[config.mk]
export PLATFORM = sky130hd
export DESIGN_NAME = traffic_dest_gen
export DESIGN_NICKNAME = d
export VERILOG_FILES = /design/src/rtl/traffic_dest_gen.sv
export SDC_FILE = /design/constraint.sdc
export NUM_CORES = 1
export LEC_CHECK = 0
export ABC_CLOCK_PERIOD_IN_PS = 3200
export BUFFER_PORTS_ARGS = -buffer_cell sky130_fd_sc_hd__buf_2
export CAP_MARGIN = 20
export CORE_UTILIZATION = 55
export DETAILED_ROUTE_END_ITERATION = 16
export PLACE_DENSITY_LB_ADDON = 0.15
export SKIP_LAST_GASP = 1
export SLEW_MARGIN = 20
export SYNTH_ARGS = -nofsm -noshare
export SYNTH_HDL_FRONTEND = slang
export SYNTH_SLANG_ARGS = --single-unit
[constraint.sdc]
create_clock -name clk -period 3.2 [get_ports clk]
set_input_delay 0.8 -clock clk [delete_from_list [all_inputs] [get_ports clk]]
set_output_delay 0.8 -clock clk [all_outputs]
set_load 0.03 [all_outputs]
[src/rtl/traffic_dest_gen.sv]
module traffic_dest_gen #(
  parameter int MESH_K = 4,
  parameter int LFSR_W = 16,
  parameter logic [LFSR_W-1:0] TAP_MASK = 16'hB400,
  parameter logic [LFSR_W-1:0] SEED_FALLBACK = 16'hACE1
) (
  input  logic        clk,
  input  logic        rst_n,
  input  logic [15:0] seed,
  input  logic [3:0]  src_id,
  input  logic [2:0]  pattern,
  input  logic        inject,
  output logic [3:0]  dst_id,
  output logic        dst_valid
);
  localparam int CW = $clog2(MESH_K);
  localparam int IW = 2 * CW;
  localparam logic [CW-1:0] TORN_STEP = CW'(MESH_K / 2 - 1);
  localparam logic [CW-1:0] NEXT_STEP = CW'(1);

  logic [LFSR_W-1:0] lfsr;
  logic [LFSR_W-1:0] seed_w;
  logic [IW-1:0] s, comp_d, rev_d, rotr_d, rotl_d, swap_d, torn_d, nbr_d, next_d;

  assign s      = src_id[IW-1:0];
  assign seed_w = LFSR_W'(seed);

  genvar i;
  generate
    for (i = 0; i < IW; i++) begin : g_bitperm
      assign comp_d[i] = ~s[i];
      assign rev_d[i]  = s[IW-1-i];
      assign rotr_d[i] = s[(i+1) % IW];
      assign rotl_d[i] = s[(i+IW-1) % IW];
      assign swap_d[i] = s[(i+IW/2) % IW];
    end
  endgenerate

  assign torn_d = {s[IW-1:CW] + TORN_STEP, s[CW-1:0] + TORN_STEP};
  assign nbr_d  = {s[IW-1:CW] + NEXT_STEP, s[CW-1:0] + NEXT_STEP};

  always_comb begin
    case (pattern)
      3'd1:    next_d = comp_d;
      3'd2:    next_d = rev_d;
      3'd3:    next_d = rotr_d;
      3'd4:    next_d = rotl_d;
      3'd5:    next_d = swap_d;
      3'd6:    next_d = torn_d;
      3'd7:    next_d = nbr_d;
      default: next_d = lfsr[IW-1:0];
    endcase
  end

  always_ff @(posedge clk) begin
    if (!rst_n) begin
      lfsr      <= (seed_w == '0) ? SEED_FALLBACK : seed_w;
      dst_id    <= '0;
      dst_valid <= 1'b0;
    end else begin
      dst_valid <= inject;
      if (inject) begin
        dst_id <= 4'(next_d);
        lfsr   <= {lfsr[LFSR_W-2:0], ^(lfsr & TAP_MASK)};
      end
    end
  end


  lfsr_nonzero_chk: assert property (@(posedge clk) disable iff (!rst_n) lfsr != '0);


  valid_after_inject_chk: assert property (@(posedge clk) disable iff (!rst_n)
    inject |=> dst_valid);


  no_valid_when_idle_chk: assert property (@(posedge clk) disable iff (!rst_n)
    !inject |=> !dst_valid);


  idle_holds_dest_chk: assert property (@(posedge clk) disable iff (!rst_n)
    !inject |=> $stable(dst_id));


  bitcomp_result_chk: assert property (@(posedge clk) disable iff (!rst_n)
    (inject && pattern == 3'd1) |=> dst_id == ~$past(src_id));


  neighbor_x_chk: assert property (@(posedge clk) disable iff (!rst_n)
    (inject && pattern == 3'd7) |=> dst_id[1:0] == 2'($past(src_id[1:0]) + 2'd1));
endmodule

==> impl_metrics.yaml, run 1 <==
timing:
  finalSetupViolations: 0
  skew_ns: 0.00705
  slew_headroom_pct: 59.9
  tns_ns: 0
  drv_slew: 0
  worst_slew_pin_slew_ns: 0.601
  period_minus_slack_ns: 1.81
  hold_violations: 0
  rsz0062_at_grt: "no"
  fmax_ghz: 0.552
  period_share_pct: 56.6
  hold_ws_ns: 0.474
layout:
  multi_input_area_sq_um: 513
  layout-drive-gt1-share_pct: 33.1
  finalNetCount: 166
  n_fill_cell: 176
  post-route-util_pct: 67.9
  regArea_sq_um: 581
  syn2layout_area_growth_pct: 14.0
  design_area_sq_um: 1350
  antenna_cells: 0
clock_tree:
  ctsHoldBuffers: 0
  cts_root_buf: "clkbuf_4"
  cts_tree: "yes"
  cts_buffer_depth: 2
  ctsResizeCount: 0
  numCtsBuffers: 3
  numClockSinks: 21
  postCtsSetupBuffers: 0
  clk_latency_ns: 0.30
  path_clk_slew_ns: 0.11
  htreeDepth: 1
die:
  num_rows: 16
  core_region_area_sq_um: 1980
  start_util_pct: 59.5
  ioPinCount: 31
  die_x_um: 48.3
  die-height_um: 48.3
  die_area_sq_um: 2330
global_routing:
  grt_max_degree: 22
  grt_pass1_wl_um: 3930
  gr-total-overflow: 0
  antenna_found_initial: 0
  grtUsageTotal_pct: 21.7
  grt_pass1_vias: 926
place:
  dp.final_hpwl_um: 1690
  port-buffer-count: 30
  post_dp_cell_area_sq_um: 1320
  gp_congestion: 0.755
synthesis:
  synth_edf_count: 16
  async_reset_ff_share_pct: 0
  yosysTopAreaCell: "edfxtp_1"
  netlist_area_sq_um: 1180
  synth_area_leaders: "edfxtp_1 (41%), dfxtp_1 (8.5%), mux2_2 (7.6%)"
  ys_seq_area_share_pct: 49.2
  ys_ff_latch: 21
  ys.flop_type: "edfxtp_1"
  syn_inst: 110
  syn-num-nets: 136
  synth_top_area_share_pct: 40.7
  yosysUniqueCellTypes: 29
  synth.avg_cell_area_sq_um: 10.7
  ys_warn_count: 0
routing:
  vias_per_cell: 5.55
  first_pass_iters: 4
  routed_wl_um: 2220
  avgRoutedWirePerCell_um: 13.4
  num_vias: 922
  drt_iter0_markers: 1
  ant_nets: 0
  drc: 0
pwr:
  p_seq_share_pct: 58.5
  power_frac_comb_pct: 19.9
  p_int_uw: 427
  cellPowerDensity_nw_per_um2: 428
  peakVddDrop_v: 0.000299
  p_sw_share_pct: 25.9
  p_leak_nw: 0.584
  p_sw_uw: 149
  power.share.clock_pct: 21.6
  p_total_uw: 575
worst_setup_path:
  worst_setup_path_end_kind: "flop"
  critical_path_required_ns: 3.15
  cp_max_fo: 21
  worst-setup-path-type: "in2reg"
  worstPathArrival_ns: 1.76
  worstSetupStartpointType: "primary input"
hold_path:
  hold_path_class: "reg2reg"
flow_run:
  maxCapViolCount: 0
run_status:
  status: "finished, final reports clean"
[sequential cells by signal, indices dropped and copies added (netlist names)]
signal	count
lfsr	16
dst_valid	1
dst_id	4
[cell families (layout without fill, tap and decap cells)]
group / count (synthesis) / count (layout) / share of synthesized area, %
compound gates: 25 / 25 / 12.5
xor+xnor: 5 / 5 / 3.71
buf+inv: 16 / 45 / 7.32
flops: 21 / 21 / 49.2
mux: 14 / 14 / 14.5
simple gates: 29 / 29 / 12.7
[final cells by class]
cell class                 instances  share of cell area (%)
clock buffer                       4                    1.95
inverter                          11                    3.07
multi-input combinational         73                    38.1
sequential                        21                    43.2
tap                               27                    2.51
timing repair buffer              30                    11.2
[power by group through the flow]
stage	Combinational, mW	Clock (mW)	Sequential (mW)
floorplan	0.0707	0	0.349
global placement	0.111	0	0.342
detailed placement	0.115	0	0.343
CTS	0.116	0.128	0.337
global route	0.127	0.137	0.340
finish	0.114	0.124	0.337
[metrics by stage]
stage / cells / setup WS [ns]
after floorplan: 110 / 1.38
after global placement: 162 / 1.09
after detailed placement: 162 / 1.05
after CTS: 166 / 1.38
after global routing: 166 / 1.34
final: 166 / 1.39
[per-layer routing]
metal  wire [um]  global-route usage (%)  vias up
met2        1130                    41.1       23
met1         966                    24.3      444
met3          77                    1.89        4
met5           0                       0        -
li1            -                       -      451
met4          46                    10.3        0
[path summary, 6_finish.rpt]
kind	startpoint	endpoint	slack [ns]	depth (start not counted)
max	rst_n	lfsr[4]	1.39	3
min	dst_id[1]	dst_id[1]	0.47	2
max reg2reg	lfsr[3]	dst_id[3]	1.96	3
min reg2reg	dst_id[1]	dst_id[1]	0.47	2
[worst max-delay path: stages]
cell,delay (ns)
buf_2,0.22
and2b_2,0.27
inv_1,0.45
[synthesized netlist by cell type (2+ instances only)]
cell	n
nor4_1	4
buf_6	3
mux2i_1	4
dfxtp_1	5
xor2_1	2
xnor2_1	3
nand2_1	4
nor2_1	13
a21oi_1	12
edfxtp_1	16
mux2_2	8
o21ai_0	7
nor2b_1	2
nor3b_1	2
inv_1	11
[layout by cell type, fill, tap and decap left out, types with 2 or more instances in the layout]
| master | count |
|---|---|
| xor2_1 | 2 |
| xnor2_1 | 3 |
| inv_1 | 11 |
| dfxtp_1 | 5 |
| nand2_1 | 4 |
| nor2_1 | 13 |
| nor2b_1 | 2 |
| o21ai_0 | 7 |
| clkbuf_4 | 3 |
| nor4_1 | 4 |
| edfxtp_1 | 16 |
| mux2i_1 | 4 |
| a21oi_1 | 12 |
| buf_2 | 30 |
| mux2_2 | 8 |
| nor3b_1 | 2 |
Note: power is estimated with default switching activity, not from simulation.
==> run 2, diff against run 1 <==
--- a/config.mk
+++ b/config.mk
@@ -5,10 +5,10 @@
 export SDC_FILE = /design/constraint.sdc
 export NUM_CORES = 1
 export LEC_CHECK = 0
-export ABC_CLOCK_PERIOD_IN_PS = 3200
+export ABC_CLOCK_PERIOD_IN_PS = 1600
 export BUFFER_PORTS_ARGS = -buffer_cell sky130_fd_sc_hd__buf_2
 export CAP_MARGIN = 20
-export CORE_UTILIZATION = 55
+export CORE_UTILIZATION = 46
 export DETAILED_ROUTE_END_ITERATION = 16
 export PLACE_DENSITY_LB_ADDON = 0.15
 export SKIP_LAST_GASP = 1
==> constraint.sdc (replaced) <==
create_clock -name clk -period 1.6 [get_ports clk]
set_input_delay 0.4 -clock clk [delete_from_list [all_inputs] [get_ports clk]]
set_output_delay 0.4 -clock clk [all_outputs]
set_load 0.03 [all_outputs]
==> run 2 against run 1 <==
  * Non-clock buffer count grew 3
  * Global-route usage shrank 2.6 points
  * Cell area grew 2.7%
  * Critical path type unchanged
  * First-iteration DRC count grew to 19 times the previous value
  * Highest routed layer unchanged
  * Largest cell class unchanged
  * Largest power group unchanged
==> impl_metrics.yaml, run 2 (same netlist as run 1, synthesis figures left out) <==
layout:
  final_cell_mix: "buf_2 (30), edfxtp_1 (16), nor2_1 (13)"
  instances_no_fill: 170
  post-route-util_pct: 59.6
  final_common_cell: "buf_2"
  layout-drive-gt1-share_pct: 34.5
  largest_reg_flops: 16
  n_fill_cell: 206
  antenna_cells: 0
  syn2layout_area_growth_pct: 17.1
  multi_input_area_sq_um: 513
  finalNetCount: 169
  largest_register: "lfsr"
  regArea_sq_um: 581
  largestRegisters: "lfsr (16), dst_id (4), dst_valid (1)"
hold_path:
  hold_end: "dst_id[3]"
  hold_depth: 2
  hold_start: "inject"
  hold_path_class: "in2reg"
timing:
  rsz0062_at_grt: "no"
  tns_ns: 0
  finalSetupViolations: 0
  period_share_pct: 86.0
  slew_headroom_pct: 72.7
  drv_slew: 0
  fmax_ghz: 0.726
  worst_slew_pin_slew_ns: 0.406
  hold_violations: 0
  skew_ns: 0.00423
  setup_slack_ns: 0.223
  period_minus_slack_ns: 1.38
clock_tree:
  path_clk_slew_ns: 0.11
  cts_root_buf: "clkbuf_4"
  ctsHoldBuffers: 0
  htreeDepth: 1
  numCtsBuffers: 3
  clk_latency_ns: 0.30
  postCtsSetupBuffers: 0
  cts_buffer_depth: 2
  numClockSinks: 21
  ctsResizeCount: 0
  cts_tree: "yes"
routing:
  first_pass_iters: 4
  wl_met3_um: 109
  routed_wl_um: 2360
  vias_per_cell: 5.35
  drt_iter0_markers: 19
  wl_met2_um: 1060
  wirelength_met1_um: 1180
  num_vias: 909
  avgRoutedWirePerCell_um: 13.9
  routed.top_layer: "met4"
  ant_nets: 0
  drc: 0
place:
  placed_cells: 166
  preCtsSetupSlack_ns: -0.0556
  port-buffer-count: 30
  gp_congestion: 0.837
  dp.final_hpwl_um: 1750
worst_setup_path:
  cp_top_family: "compound AO/OA/AOI/OAI gates"
  worst_setup_path_end_kind: "flop"
  worstSetupStartpointType: "primary input"
  cp_max_fo: 8
  critPathSlowestCell: "nor4_1"
  slowest_delay_ns: 0.41
  worst-setup-path-type: "in2reg"
  critical_path_required_ns: 1.75
  worst-path-buf-inv: 1
  worstPathArrival_ns: 1.52
  cp_cell_sequence: "buf_2 -> nor4_1 -> a41o_1 -> nor2_1 -> a21oi_1"
  reg2reg_depth: 3
  cp.depth: 5
  r2r-end: "dst_id[3]"
  r2r-start: "lfsr[3]"
  r2r_setup_slack_ns: 0.35
global_routing:
  grt_pass1_vias: 841
  grtUsageTotal_pct: 19.1
  gr-total-overflow: 0
  grt_pass1_wl_um: 3710
  grt_max_degree: 22
  antenna_found_initial: 0
pwr:
  peakVddDrop_v: 0.000715
  p_leak_nw: 0.603
  cellPowerDensity_nw_per_um2: 844
die:
  die_x_um: 52.6
  num_rows: 17
  core_region_area_sq_um: 2320
  start_util_pct: 50.9
  die-height_um: 52.6
  die_area_sq_um: 2770
  ioPinCount: 31
flow_run:
  maxCapViolCount: 0
run_status:
  status: "finished, final reports clean"
## run 2: worst reg2reg max path, delay by kind of cell (launching register included)
kind | cells | cell delay, ns
mux | 2 | 0.66
flops | 1 | 0.41
compound gates | 1 | 0.08
## run 2: report_power, final
group / switching [mW] / internal (mW) / leakage [nW]
sequential: 0.0229 / 0.651 / 0.202
combinational: 0.129 / 0.113 / 0.386
clock: 0.154 / 0.0972 / 0.0150
## run 2: per-stage QoR
| step | total power, mW | cell area [sq um] | hold WS (ns) |
|---|---|---|---|
| global placement | 0.919 | 1360 | 0.434 |
| finish | 1.17 | 1380 | 0.330 |
| floorplan | 0.840 | 1180 | 0.490 |
| global route | 1.23 | 1380 | 0.309 |
| CTS | 1.18 | 1380 | 0.316 |
| detailed placement | 0.926 | 1360 | 0.450 |
## run 2: final cells by class
type / count / share of cell area [%]
sequential: 21 / 42.0
multi-input combinational: 73 / 37.1
timing repair buffer: 33 / 13.4
inverter: 11 / 2.99
tap: 28 / 2.54
clock buffer: 4 / 1.90
## run 2: routing by layer
layer | up-vias | GRT usage (%)
li1 | 458 | -
met1 | 425 | 26.7
met2 | 24 | 28.3
met3 | 2 | 6.38
met4 | 0 | 4.39
met5 | - | 0
## run 2: worst max-delay path by stage
stage / endpoint / slack (ns) / from
2_1_floorplan: lfsr[0] / 0.18 / rst_n
4_1_cts: lfsr[7] / 0.26 / seed[3]
3_5_place_dp: lfsr[7] / -0.06 / seed[3]
3_3_place_gp: lfsr[7] / -0.05 / seed[3]
5_1_grt: lfsr[7] / 0.15 / seed[3]
6_report: lfsr[7] / 0.22 / seed[3]
